==> src/rtl/sar_pkg.sv <==
package sar_pkg;
  localparam int unsigned SAMPLE_W = 32;

  typedef enum logic [1:0] {
    WL_16  = 2'b00,
    WL_24  = 2'b01,
    WL_32  = 2'b10,
    WL_32B = 2'b11
  } wlen_e;

  // Data bits carried per channel for a word-length code.
  function automatic int unsigned word_bits(input logic [1:0] wl);
    case (wl)
      WL_16:   return 16;
      WL_24:   return 24;
      default: return 32;
    endcase
  endfunction

  // A half-frame is acceptable when its slot size is allowed and holds the word.
  function automatic logic slot_ok(input int unsigned len, input logic [1:0] wl);
    return ((len == 16) || (len == 24) || (len == 32)) && (len >= word_bits(wl));
  endfunction
endpackage

==> src/rtl/sar_sync.sv <==
module sar_sync #(
  parameter int STAGES = 2
) (
  input  logic clk,
  input  logic rst_n,
  input  logic sclk_in,
  input  logic ws_in,
  input  logic sd_in,
  output logic bit_ev,
  output logic ws_b,
  output logic sd_b
);
  logic [STAGES:0]   sclk_p;
  logic [STAGES-1:0] ws_p;
  logic [STAGES-1:0] sd_p;

  always_ff @(posedge clk or negedge rst_n) begin
    if (!rst_n) begin
      sclk_p <= '0;
      ws_p   <= '0;
      sd_p   <= '0;
    end else begin
      sclk_p <= {sclk_p[STAGES-1:0], sclk_in};
      ws_p   <= {ws_p[STAGES-2:0], ws_in};
      sd_p   <= {sd_p[STAGES-2:0], sd_in};
    end
  end

  // Word clock and data are delayed by the same depth as the sampled bit clock.
  assign bit_ev = sclk_p[STAGES-1] & ~sclk_p[STAGES];
  assign ws_b   = ws_p[STAGES-1];
  assign sd_b   = sd_p[STAGES-1];
endmodule

==> src/rtl/sar_framer.sv <==
module sar_framer import sar_pkg::*; #(
  parameter int CNT_W = 6
) (
  input  logic                clk,
  input  logic                rst_n,
  input  logic                bit_ev,
  input  logic                ws_b,
  input  logic                sd_b,
  input  logic                fmt_lj,
  input  logic [1:0]          wlen,
  output logic                half_done,
  output logic                half_left,
  output logic                half_ok,
  output logic [SAMPLE_W-1:0] half_word
);
  localparam logic [CNT_W-1:0] CNT_MAX = '1;

  logic                ws_dly_q, prev_eff_q, armed_q;
  logic [CNT_W-1:0]    cnt_q;
  logic [SAMPLE_W-1:0] shift_q;

  logic                eff_ws, word_edge;
  logic [CNT_W-1:0]    idx, cnt_n;
  logic [SAMPLE_W-1:0] shift_n;

  // I2S is turned into left-justified timing by delaying the word clock one bit.
  assign eff_ws    = fmt_lj ? ws_b : ws_dly_q;
  assign word_edge = bit_ev && (eff_ws != prev_eff_q);
  assign idx       = word_edge ? '0 : cnt_q;
  assign cnt_n     = (idx == CNT_MAX) ? CNT_MAX : idx + 1'b1;

  always_comb begin
    shift_n = word_edge ? '0 : shift_q;
    if (32'(idx) < word_bits(wlen))
      shift_n[SAMPLE_W-1-int'(idx)] = sd_b;
  end

  always_ff @(posedge clk or negedge rst_n) begin
    if (!rst_n) begin
      ws_dly_q   <= 1'b0;
      prev_eff_q <= 1'b0;
      armed_q    <= 1'b0;
      cnt_q      <= CNT_MAX;
      shift_q    <= '0;
      half_done  <= 1'b0;
      half_left  <= 1'b0;
      half_ok    <= 1'b0;
      half_word  <= '0;
    end else begin
      half_done <= word_edge && armed_q;
      if (bit_ev) begin
        ws_dly_q   <= ws_b;
        prev_eff_q <= eff_ws;
        cnt_q      <= cnt_n;
        shift_q    <= shift_n;
      end
      if (word_edge) begin
        armed_q   <= 1'b1;
        half_left <= fmt_lj ? prev_eff_q : ~prev_eff_q;
        half_ok   <= slot_ok(32'(cnt_q), wlen);
        half_word <= shift_q;
      end
    end
  end

  AST_HALF_SPACING: assert property (@(posedge clk) disable iff (!rst_n)
    half_done |=> !half_done);
endmodule

==> src/rtl/sar_judge.sv <==
module sar_judge import sar_pkg::*; #(
  parameter int ERR_LIMIT = 4
) (
  input  logic                clk,
  input  logic                rst_n,
  input  logic                half_done,
  input  logic                half_left,
  input  logic                half_ok,
  input  logic [SAMPLE_W-1:0] half_word,
  output logic [SAMPLE_W-1:0] left_q,
  output logic [SAMPLE_W-1:0] right_q,
  output logic                frame_vld,
  output logic                frame_err
);
  localparam int             BAD_W   = $clog2(ERR_LIMIT + 2);
  localparam logic [BAD_W-1:0] BAD_MAX = BAD_W'(ERR_LIMIT + 1);

  logic                left_ok_q;
  logic [SAMPLE_W-1:0] left_buf_q;
  logic [BAD_W-1:0]    bad_q, bad_n;
  logic                frame_end, frame_good, frame_bad, err_trip;

  assign frame_end  = half_done && !half_left;
  assign frame_good = frame_end && left_ok_q && half_ok;
  assign frame_bad  = frame_end && !frame_good;
  assign bad_n      = (bad_q == BAD_MAX) ? bad_q : bad_q + 1'b1;
  assign err_trip   = 32'(bad_n) > ERR_LIMIT;

  always_ff @(posedge clk or negedge rst_n) begin
    if (!rst_n) begin
      left_ok_q  <= 1'b0;
      left_buf_q <= '0;
      bad_q      <= '0;
      left_q     <= '0;
      right_q    <= '0;
      frame_vld  <= 1'b0;
      frame_err  <= 1'b0;
    end else begin
      frame_vld <= frame_good;
      if (half_done && half_left) begin
        left_ok_q  <= half_ok;
        left_buf_q <= half_word;
      end
      if (frame_end) left_ok_q <= 1'b0;
      if (frame_good) begin
        left_q    <= left_buf_q;
        right_q   <= half_word;
        bad_q     <= '0;
        frame_err <= 1'b0;
      end else if (frame_bad) begin
        bad_q <= bad_n;
        if (err_trip) begin
          frame_err <= 1'b1;
          left_q    <= '0;
          right_q   <= '0;
        end
      end
    end
  end

  AST_MUTE_ZERO: assert property (@(posedge clk) disable iff (!rst_n)
    frame_err |-> (left_q == '0) && (right_q == '0));
  AST_VLD_ONE_CYCLE: assert property (@(posedge clk) disable iff (!rst_n)
    frame_vld |=> !frame_vld);
  AST_VLD_CLEARS_ERR: assert property (@(posedge clk) disable iff (!rst_n)
    frame_vld |-> !frame_err);
  AST_HOLD_OUT: assert property (@(posedge clk) disable iff (!rst_n)
    (!frame_vld && !$rose(frame_err)) |-> ($stable(left_q) && $stable(right_q)));
endmodule

==> src/rtl/serial_audio_rx.sv <==
module serial_audio_rx import sar_pkg::*; #(
  parameter int SYNC_STAGES = 2,
  parameter int CNT_W       = 6,
  parameter int ERR_LIMIT   = 4
) (
  input  logic        clk,
  input  logic        rst_n,
  input  logic        sclk_in,
  input  logic        ws_in,
  input  logic        sd_in,
  input  logic        fmt_lj,
  input  logic [1:0]  wlen,
  output logic [31:0] left_q,
  output logic [31:0] right_q,
  output logic        frame_vld,
  output logic        frame_err
);
  logic                bit_ev, ws_b, sd_b;
  logic                half_done, half_left, half_ok;
  logic [SAMPLE_W-1:0] half_word;

  sar_sync #(.STAGES(SYNC_STAGES)) u_sync (
    .clk(clk), .rst_n(rst_n), .sclk_in(sclk_in), .ws_in(ws_in), .sd_in(sd_in),
    .bit_ev(bit_ev), .ws_b(ws_b), .sd_b(sd_b)
  );

  sar_framer #(.CNT_W(CNT_W)) u_framer (
    .clk(clk), .rst_n(rst_n), .bit_ev(bit_ev), .ws_b(ws_b), .sd_b(sd_b),
    .fmt_lj(fmt_lj), .wlen(wlen),
    .half_done(half_done), .half_left(half_left), .half_ok(half_ok),
    .half_word(half_word)
  );

  sar_judge #(.ERR_LIMIT(ERR_LIMIT)) u_judge (
    .clk(clk), .rst_n(rst_n), .half_done(half_done), .half_left(half_left),
    .half_ok(half_ok), .half_word(half_word),
    .left_q(left_q), .right_q(right_q), .frame_vld(frame_vld), .frame_err(frame_err)
  );
endmodule

==> config.mk <==
export PLATFORM = sky130hd
export DESIGN_NAME = serial_audio_rx
export DESIGN_NICKNAME = d
export VERILOG_FILES = /design/src/rtl/sar_pkg.sv /design/src/rtl/sar_sync.sv /design/src/rtl/sar_framer.sv /design/src/rtl/sar_judge.sv /design/src/rtl/serial_audio_rx.sv
export SDC_FILE = /design/constraint.sdc
export NUM_CORES = 1
export LEC_CHECK = 0
export ABC_AREA = 1
export BUFFER_PORTS_ARGS = -buffer_cell sky130_fd_sc_hd__clkbuf_2
export CAP_MARGIN = 20
export CORE_MARGIN = 2
export CORE_UTILIZATION = 54
export DETAILED_ROUTE_END_ITERATION = 6
export PLACE_DENSITY = 0.88
export SYNTH_ARGS = -nofsm -noshare
export SYNTH_HDL_FRONTEND = slang
export SYNTH_SLANG_ARGS = --single-unit
==> constraint.sdc <==
create_clock -name clk -period 2.4 [get_ports clk]
set_clock_uncertainty 0.05 [all_clocks]
set_input_delay 0.48 -clock clk [delete_from_list [all_inputs] [get_ports clk]]
set_output_delay 0.48 -clock clk [all_outputs]
set_load 0.005 [all_outputs]
Word-level counts from Yosys, hierarchy flattened --
Cells that the tools add are included.
Storage, ports and cells: flip-flop bits (word level) 185, input bits 8, output and inout bits 66, logic and storage cells 78
Cells by class: $add $sub $neg 3, $lt $le $gt $ge 5, eq/ne operators 7, muxes and demuxes 23, bitwise operators 3, reductions and logical operators 18
Operators by type and width (count):
- 2-to-1 mux 32 bit | 7
- bitwise mux 32 bit | 1
- >= comparator 32 x 1 -> 1 bit (second input constant) | 1
- >= comparator 6 x 32 -> 1 bit | 1
- less-than comparator 32 x 6 -> 1 bit (second input constant) | 1
- equality test 6 x 5 -> 1 bit (second input constant) | 2
- equality test 6 bit (second input constant) | 2
- 2-to-1 mux 6 bit | 2
- case mux 6 bit (2 select lines) | 1
- logical AND 1 bit | 9
- 2-to-1 mux 3 bit | 3
- 2-to-1 mux 1 bit | 8
- subtractor 5 x 6 -> 7 bit (first input constant) | 1
- adder 6 x 1 -> 6 bit (second input constant) | 1
- less-than comparator 6 bit | 1
- nonzero test 2 bit | 3
- demux 1 bit (select 5 bit) | 1
- adder 3 x 1 -> 3 bit (second input constant) | 1
- equality test 3 bit (second input constant) | 1
- greater-than comparator 3 bit (second input constant) | 1
- equality test 2 x 1 -> 1 bit (second input constant) | 1
- logical NOT 1 bit | 2
- logical NOT 2 bit | 1
- logical OR 1 bit | 2
- other kinds (4) | 5

Logic depth before layout (Yosys ltp) --
Gate-level depths: netlist (run 1).
depth in word-level cells 11, gate-level depth with buffers 16, gate-level depth less buffers 14

Hierarchy --
From an unflattened synthesis (run 1), not the netlist that was laid out.
Second synthesis, totals: cells, all modules 969, area, all modules 8311.7 um2
Modules (own cells, without submodules):
- sar_framer | instances 1, cells each 575, area an instance 4091.4 um2
- sar_judge | instances 1, cells each 385, area an instance 4035.1 um2
- sar_sync | instances 1, cells each 9, area an instance 185.2 um2

Worst setup path after synthesis (run 1) --
Ideal clock, no wire load.
path type input-to-reg, from input fmt_lj, to register u_framer.shift_q[2], library setup time 0.118 ns, arrival time 2.111 ns, required time 2.232 ns, setup slack 0.121 ns, stages on the path 15, path buffers 2, cell sequence inv_2 > nand2_1 > nand3_2 > nand3_4 > nand2_2 > buf_2 > inv_1 > ha_1 > clkinv_1 > clkbuf_1 > nand3_1 > nor2_1 > nand2_1 > nand3_1 > nand2_1
Between the ends: longest elaborated chain between the ends 11, elaborated cells between the ends (all ways) 14, those cells by class add/sub (1); order compare (3); eq/ne (1); mux (7); reduce/logical (2)
RTL lines:
- from (decl) | line serial_audio_rx.sv:11 | input logic fmt_lj,
- 2-to-1 mux 1 bit (*) | line sar_framer.sv:27 | assign eff_ws = fmt_lj ? ws_b : ws_dly_q;
- != test 1 bit (*) | line sar_framer.sv:28 | assign word_edge = bit_ev && (eff_ws != prev_eff_q);
- logical AND 1 bit (*) | line sar_framer.sv:28
- 2-to-1 mux 6 bit | line sar_framer.sv:29 | assign idx = word_edge ? '0 : cnt_q;
- subtractor 5 x 6 -> 7 bit | line sar_framer.sv:35 | shift_n[SAMPLE_W-1-int'(idx)] = sd_b;
- >= comparator 32 x 1 -> 1 bit (not written as such) or less-than comparator 32 x 6 -> 1 bit (tied branches) | line sar_framer.sv:35
- logical AND 1 bit (not written as such) | line sar_framer.sv:35
- 2-to-1 mux 1 bit (not written as such) | line sar_framer.sv:35
- demux 1 bit (select 5 bit)
- bitwise mux 32 bit | line sar_framer.sv:35
- 2-to-1 mux 32 bit (*) | line sar_framer.sv:34 | if (32'(idx) < word_bits(wlen))
- to (signal assigned) | line sar_framer.sv:55 | shift_q <= shift_n;
- to (decl) | line sar_framer.sv:20 | logic [SAMPLE_W-1:0] shift_q;
Mark *: on every way between the ends. The rest lies on a longest branch, timed or not. A chain may end at the register's enable or synchronous reset.

Worst setup path after layout (run 1) --
from register u_framer.prev_eff_q, to register u_framer.shift_q[24]
Between the ends: longest elaborated chain between the ends 10, elaborated cells between the ends (all ways) 13, those cells by class add/sub (1); order compare (3); eq/ne (1); mux (6); reduce/logical (2)
RTL lines:
- from (decl) | line sar_framer.sv:18 | logic ws_dly_q, prev_eff_q, armed_q;
- from (signal assigned) | line sar_framer.sv:53 | prev_eff_q <= eff_ws;
- != test 1 bit (*) | line sar_framer.sv:28
- logical AND 1 bit (*) | line sar_framer.sv:28
- 2-to-1 mux 6 bit | line sar_framer.sv:29
- subtractor 5 x 6 -> 7 bit | line sar_framer.sv:35
- >= comparator 32 x 1 -> 1 bit (not written as such) or less-than comparator 32 x 6 -> 1 bit (tied branches) | line sar_framer.sv:35
- logical AND 1 bit (not written as such) | line sar_framer.sv:35
- 2-to-1 mux 1 bit (not written as such) | line sar_framer.sv:35
- demux 1 bit (select 5 bit)
- bitwise mux 32 bit | line sar_framer.sv:35
- 2-to-1 mux 32 bit (*) | line sar_framer.sv:34
Marked as above.

==> results of run 1 <==
-- layout by cell type (no fill, tap or decap), types with 2 or more instances in the layout --
cell       synthesis  layout
inv_6              0       3
a21oi_1            3       3
o21ai_1            6       6
nand4_1           31      31
nand2_4            2       2
inv_1             73      73
nand3_2            4       4
clkinv_1           3       3
nor2_2             4       4
nor3_2             3       2
clkinv_8           0       6
dfstp_2            6       6
inv_2              6       6
clkbuf_16          0      17
nand2_2            4       5
dfrtp_1          179     179
o21ai_0          107     107
o31ai_1            3       3
buf_12             0       5
nand2_1          352     351
buf_4              3      20
a22oi_1            2       2
inv_8              0       4
ha_1               6       6
nand3_4            3       3
a31oi_1            4       4
clkbuf_2           0      72
nand3_1          112     112
nor2_1            26      26
nor2_4             4       4
-- kinds of logic (layout without fill, tap and decap cells) --
family | count (synthesis) | in the layout | share of synthesized area
AND/OR/NAND/NOR | 547 | 547 | 0.290
buffers and inverters | 140 | 213 | 0.0704
flip-flops | 185 | 185 | 0.553
AO/OA/AOI/OAI | 126 | 126 | 0.0774
XOR/XNOR | 1 | 1 | 0.00104
adder cells (fa/ha/maj) | 6 | 6 | 0.00895
-- through the flow --
stage	total power, mW	hold slack (ps)	std cells	setup WS (ps)	utilization
after CTS	9.74	87.9	1266	302	0.632
after global placement	6.72	284	1233	153	0.590
final	9.75	97.3	1266	284	0.632
after detailed placement	6.85	287	1233	119	0.590
after global routing	10.4	82.8	1266	64.1	0.632
after floorplan	6.14	134	1005	121	-
-- report_power, final --
group          leakage (nW)  switching [mW]  internal, mW  total [mW]
logic                  2.27            1.69         0.803        2.50
clock network         0.300            1.39          1.43        2.82
registers              2.45           0.536          3.89        4.43
-- path summary, 6_finish.rpt --
check	from	to	slack, ps	depth (start not counted)
max	u_framer.prev_eff_q$_DFFE_PN0P_	u_framer.shift_q[24]$_DFFE_PN0P_	280	11
min	ws_in	u_sync.ws_p[0]$_DFF_PN0_	100	1
max reg2reg	u_framer.prev_eff_q$_DFFE_PN0P_	u_framer.shift_q[24]$_DFFE_PN0P_	280	11
min reg2reg	u_sync.sclk_p[0]$_DFF_PN0_	u_sync.sclk_p[1]$_DFF_PN0_	300	0
max in group asynchronous	rst_n	u_framer.cnt_q[2]$_DFFE_PN1P_	1160	3
min in group asynchronous	rst_n	u_judge.right_q[31]$_DFFE_PN0P_	460	2
-- flip-flops by register name, indices dropped and copies added (netlist names) --
| register | count |
|---|---|
| u_framer.half_word | 32 |
| u_framer.shift_q | 32 |
| u_judge.left_buf_q | 32 |
| u_judge.left_q | 32 |
| u_judge.right_q | 32 |
| u_framer.cnt_q | 6 |
| u_judge.bad_q | 3 |
| u_sync.sclk_p | 3 |
| u_sync.sd_p | 2 |
| u_sync.ws_p | 2 |
| u_framer.armed_q | 1 |
| u_framer.half_done | 1 |
| u_framer.half_left | 1 |
| u_framer.half_ok | 1 |
| u_framer.prev_eff_q | 1 |
| u_framer.ws_dly_q | 1 |
| u_judge.frame_err | 1 |
| u_judge.frame_vld | 1 |
| u_judge.left_ok_q | 1 |
-- per-layer routing --
| metal | track usage | share of wire |
|---|---|---|
| met3 | 0.0466 | 0.060 |
| met5 | 0 | 0 |
| met2 | 0.401 | 0.50 |
| met1 | 0.328 | 0.43 |
| met4 | 0.0742 | 0.016 |
-- final cells by class --
class	instances	area [um2]	area share
clock buffers	17	425	0.0443
clock inverters	15	194	0.0202
inverters	82	308	0.0321
multi-input cells	680	3170	0.330
flip-flops and latches	185	4640	0.483
well taps	188	235	0.0245
repair buffers	99	632	0.0658
-- repair_timing --
action	4_1_cts	5_1_grt
hold buffers	1	0
hold endpoints to repair	34	0
endpoints found under the setup margin	0	0
==> impl_metrics.py, run 1 <==
metrics = {
    "logic_synthesis": {
        "yosys.cell_types.count": 33,
        "ys_ff_latch": 185,
        "yosysWarnings": 0,
        "yosys.area.top_type": "dfrtp_1",
        "postSynthAreaPerCell_um2": 8.35,
        "ys_top_cells_by_area": "dfrtp_1 53%, nand2_1 16%, nand3_1 6.7%",
        "synth_edf_count": 0,
        "yosysMostFrequentCell": "nand2_1",
        "postSynth.asyncResetShare": 1.00,
        "synth_cells": 1005,
        "synth_nets": 1019,
        "syn-cell-area_um2": 8390,
        "synth-seq-area-share": 0.553,
        "synth_common_cells": "352 x nand2_1, 179 x dfrtp_1, 112 x nand3_1, 107 x o21ai_0, 73 x inv_1",
        "synth_top_cell_area_share": 0.534,
        "ys.flop_type": "dfrtp_1",
    },
    "global_routing": {
        "antenna_found_initial": 0,
        "track_usage": 0.242,
        "grt_pass1_wl_mm": 32.5,
        "first_global_vias": 6727,
        "grt-ovfl-total": 0,
        "grt_max_degree": 81,
    },
    "setup_path": {
        "cpMaxStageDelayCell": "dfrtp_1",
        "cpPeakStageDelay_ps": 410,
        "worstSetupEndpointType": "flip-flop",
        "crit_chain": "inv_1 > nand3_2 > nand3_4 > buf_12 > nand3_1 > nor2_1 > inv_1 > nor2_1 > nand2_1 > nand3_1 > nand2_1",
        "required_ps": 2670,
        "cp_max_fo": 27,
        "crit_buf_inv": 3,
        "critPathTopFamily": "simple AND/OR/NAND/NOR gates",
        "arrival_ps": 2390,
        "crit_type": "flip-flop to flip-flop",
        "crit_path_start_kind": "flip-flop",
    },
    "floorplan": {
        "initial_core_util": 0.552,
        "fp.coreArea_um2": 15200,
        "rows": 45,
        "io_pins": 74,
        "die_w_um": 129,
        "fp.dieH_um": 129,
        "die_area_um2": 16600,
    },
    "clocking": {
        "insertion_delay_ps": 430,
        "cts_tree": "yes",
        "cts_max_path_buffers": 2,
        "cts_buffers": 17,
        "cts-resized-gates": 0,
        "postCtsSetupBuffers": 0,
        "clkTransAtPathRegs_ps": 70,
        "numClockSinks": 185,
        "root_buffer": "clkbuf_16",
        "cts_htree_levels": 4,
    },
    "routing": {
        "wl_per_cell_um": 15.1,
        "vias": 7129,
        "drc": 0,
        "first_pass_iters": 6,
        "via_per_inst": 5.63,
        "wl_mm": 19.1,
        "ant_nets": 0,
        "drt_first_iter_violations": 704,
    },
    "sta": {
        "worst-slew-pin-transition_ps": 917,
        "period_needed_ps": 2120,
        "finalSetupViolCount": 0,
        "fmax_mhz": 473,
        "finalHoldViolations": 0,
        "setup-tns-final_ps": 0,
        "fin_crit_sh": 0.882,
        "slew_violations": 0,
        "rsz0062_at_grt": "false",
        "relSlewSlack": 0.383,
    },
    "power_and_ir_drop": {
        "p_leak_nw": 5.03,
        "ir_worst_vdd_mv": 0.672,
        "powerDensity_nw_per_um2": 1020,
    },
    "layout": {
        "design_area_um2": 9600,
        "drive_above_1_share": 0.156,
        "syn_to_final_growth_pct": 14.4,
        "nets": 1079,
        "fillerInstances": 1131,
        "diodes": 0,
    },
    "placement": {
        "place.gp.congestion": 0.937,
        "port_buffers": 73,
        "place_area_um2": 8970,
        "hpwlAfterDp_mm": 12.2,
    },
    "outcome": {
        "status": "complete, no violations",
    },
    "hold_path": {
        "hold_path_class": "primary input to flip-flop",
    },
    "run": {
        "cap_violations": 0,
    },
}
(Power assumes the default switching activity.)
==> run 2: changes to the inputs <==
CELL_PAD_IN_SITES_DETAIL_PLACEMENT = 0   (was default)
CELL_PAD_IN_SITES_GLOBAL_PLACEMENT = 1   (was default)
CORE_UTILIZATION = 41   (was 54)
==> run 2 against run 1 <==
Clock power increased by 5%. The run now ends with negative hold slack left. Largest power group unchanged. Power increased by 2.1%. First-iteration DRC count decreased by 23%. Clock-buffer cell count unchanged. Utilization decreased by 14 points. Maximum frequency increased by 4.3%. Wire length decreased by 1.9%. Combinational power increased by 3%. Die area increased by 31%. Flip-flop and latch count unchanged. Critical path depth increased by 3. Sequential share of layout area decreased by 1.1 points. Critical path type unchanged.
==> impl_metrics.py, run 2 (same netlist as run 1, synthesis figures left out) <==
metrics = {
    "clocking": {
        "postCtsSetupBuffers": 0,
        "cts-resized-gates": 0,
        "numClockSinks": 185,
        "clkTransAtPathRegs_ps": 70,
        "cts_buffers": 17,
        "root_buffer": "clkbuf_16",
        "cts_htree_levels": 4,
        "hold_buffers": 0,
        "insertion_delay_ps": 430,
        "cts_tree": "yes",
        "cts_max_path_buffers": 2,
    },
    "setup_path": {
        "arrival_ps": 2300,
        "cp_max_fo": 22,
        "path_common_cell": "nand2_1",
        "crit_buf_inv": 3,
        "crit_type": "flip-flop to flip-flop",
        "critPathTopFamily": "simple AND/OR/NAND/NOR gates",
        "worst_r2r_path_depth": 14,
        "reg2reg_from": "u_sync.ws_p[1]$_DFF_PN0_",
        "required_ps": 2680,
        "worstSetupEndpointType": "flip-flop",
        "crit_chain": "inv_1 > nand2_1 > nand3_2 > nand3_4 > nand2_2 > inv_1 > ha_1 > nand3_4 > buf_12 > nand3_1 > nor2_1 > nand2_1 > nand3_1 > nand2_1",
        "cpPeakStageDelay_ps": 410,
        "cpMaxStageDelayCell": "dfrtp_1",
        "reg2reg_to": "u_framer.shift_q[16]$_DFFE_PN0P_",
        "crit_path_start_kind": "flip-flop",
        "r2r_slack_ps": 370,
    },
    "routing": {
        "first_pass_iters": 7,
        "wl_mm": 18.8,
        "wl_per_cell_um": 13.8,
        "ant_nets": 0,
        "vias": 6807,
        "via_per_inst": 5.01,
        "drc": 0,
        "drt_first_iter_violations": 542,
    },
    "sta": {
        "period_needed_ps": 2030,
        "fmax_mhz": 493,
        "hold-worst-slack_ps": -17.5,
        "relSlewSlack": 0.398,
        "rsz0062_at_grt": "false",
        "setup_slack_ps": 371,
        "fin_crit_sh": 0.846,
        "slew_violations": 0,
        "finalSetupViolCount": 0,
        "finalHoldViolations": 21,
        "setup-tns-final_ps": 0,
        "worst-slew-pin-transition_ps": 895,
    },
    "floorplan": {
        "rows": 52,
        "die_area_um2": 21600,
        "fp.coreArea_um2": 20200,
        "initial_core_util": 0.416,
        "io_pins": 74,
        "fp.dieH_um": 147,
        "die_w_um": 147,
    },
    "layout": {
        "fillerInstances": 1905,
        "design_area_um2": 9820,
        "layout_commonest_cell": "nand2_1",
        "diodes": 0,
        "utilization": 0.487,
        "final_cells": 1360,
        "final_cell_mix": "351 x nand2_1, 179 x dfrtp_1, 112 x nand3_1, 107 x o21ai_0, 73 x inv_1",
        "drive_above_1_share": 0.166,
        "syn_to_final_growth_pct": 17.0,
        "nets": 1091,
    },
    "global_routing": {
        "track_usage": 0.184,
        "antenna_found_initial": 0,
        "grt-ovfl-total": 0,
        "grtUsageMet1": 0.267,
        "grt_pass1_wl_mm": 32.6,
        "grt_use_met3": 0.0360,
        "first_global_vias": 6422,
        "top_usage_layer": "met2",
        "grt_max_degree": 81,
        "use_met2": 0.280,
    },
    "outcome": {
        "status": "complete, but fails checks",
        "violations": "negative hold slack",
    },
    "power_and_ir_drop": {
        "finalPower_mw": 9.95,
        "p_leak_nw": 5.11,
        "p_int_mw": 6.43,
        "powerDensity_nw_per_um2": 1010,
        "ir_worst_vdd_mv": 0.417,
        "pwr-share-clk": 0.296,
        "share_comb_of_total_power": 0.259,
        "p_sw_frac": 0.354,
        "p_seq_frac": 0.445,
        "power_switching_mw": 3.52,
    },
    "hold_path": {
        "hold_path_class": "primary input to asynchronous set/reset pin",
    },
    "placement": {
        "place_area_um2": 9190,
        "place_inst": 1328,
        "place_worst_setup_slack_ps": 172,
        "place.gp.congestion": 0.896,
        "port_buffers": 73,
        "hpwlAfterDp_mm": 12.5,
    },
    "run": {
        "cap_violations": 0,
    },
}
-- run 2: cell count changes in the layout (fill, tap and decap cells not counted), sizes merged --
cell	delta
clkinv	-2
bufinv	+2
buf	+12
clkbuf	+1
dlygate4sd3	-1
-- run 2: layer usage --
metal | vias to the layer above | routed length [um]
li1 | 3392 | -
met1 | 3223 | 9170
met2 | 168 | 8550
met3 | 24 | 746
met4 | 0 | 306
met5 | - | 0
-- run 2: power groups by stage --
| stage | sequential (mW) | clock, mW | combinational [mW] |
|---|---|---|---|
| after detailed placement | 4.47 | 0 | 2.58 |
| after global placement | 4.45 | 0 | 2.52 |
| after CTS | 4.42 | 2.99 | 2.60 |
| after global routing | 4.53 | 3.11 | 2.99 |
| final | 4.43 | 2.95 | 2.58 |
| after floorplan | 4.27 | 0 | 1.86 |
-- run 2: worst max-delay path by stage --
stage	startpoint	to	slack [ps]	cells after the start
6_report	u_sync.ws_p[1]$_DFF_PN0_	u_framer.shift_q[16]$_DFFE_PN0P_	370	14
5_1_grt	u_framer.prev_eff_q$_DFFE_PN0P_	u_framer.cnt_q[5]$_DFFE_PN1P_	70	10
2_1_floorplan	fmt_lj	u_framer.shift_q[2]$_DFFE_PN0P_	120	15
3_3_place_gp	fmt_lj	u_framer.shift_q[6]$_DFFE_PN0P_	200	17
3_5_place_dp	fmt_lj	u_framer.shift_q[6]$_DFFE_PN0P_	170	17
4_1_cts	u_framer.prev_eff_q$_DFFE_PN0P_	u_framer.shift_q[6]$_DFFE_PN0P_	370	15
-- run 2: final cells by class --
cell class                      count  area (um2)  share of cell area
Multi-Input combinational cell    680        3170               0.323
Sequential cell                   185        4640               0.472
Inverter                           82         308              0.0313
Clock inverter                     15         205              0.0209
Clock buffer                       17         425              0.0433
Tap cell                          270         338              0.0344
Timing Repair Buffer              111         734              0.0748
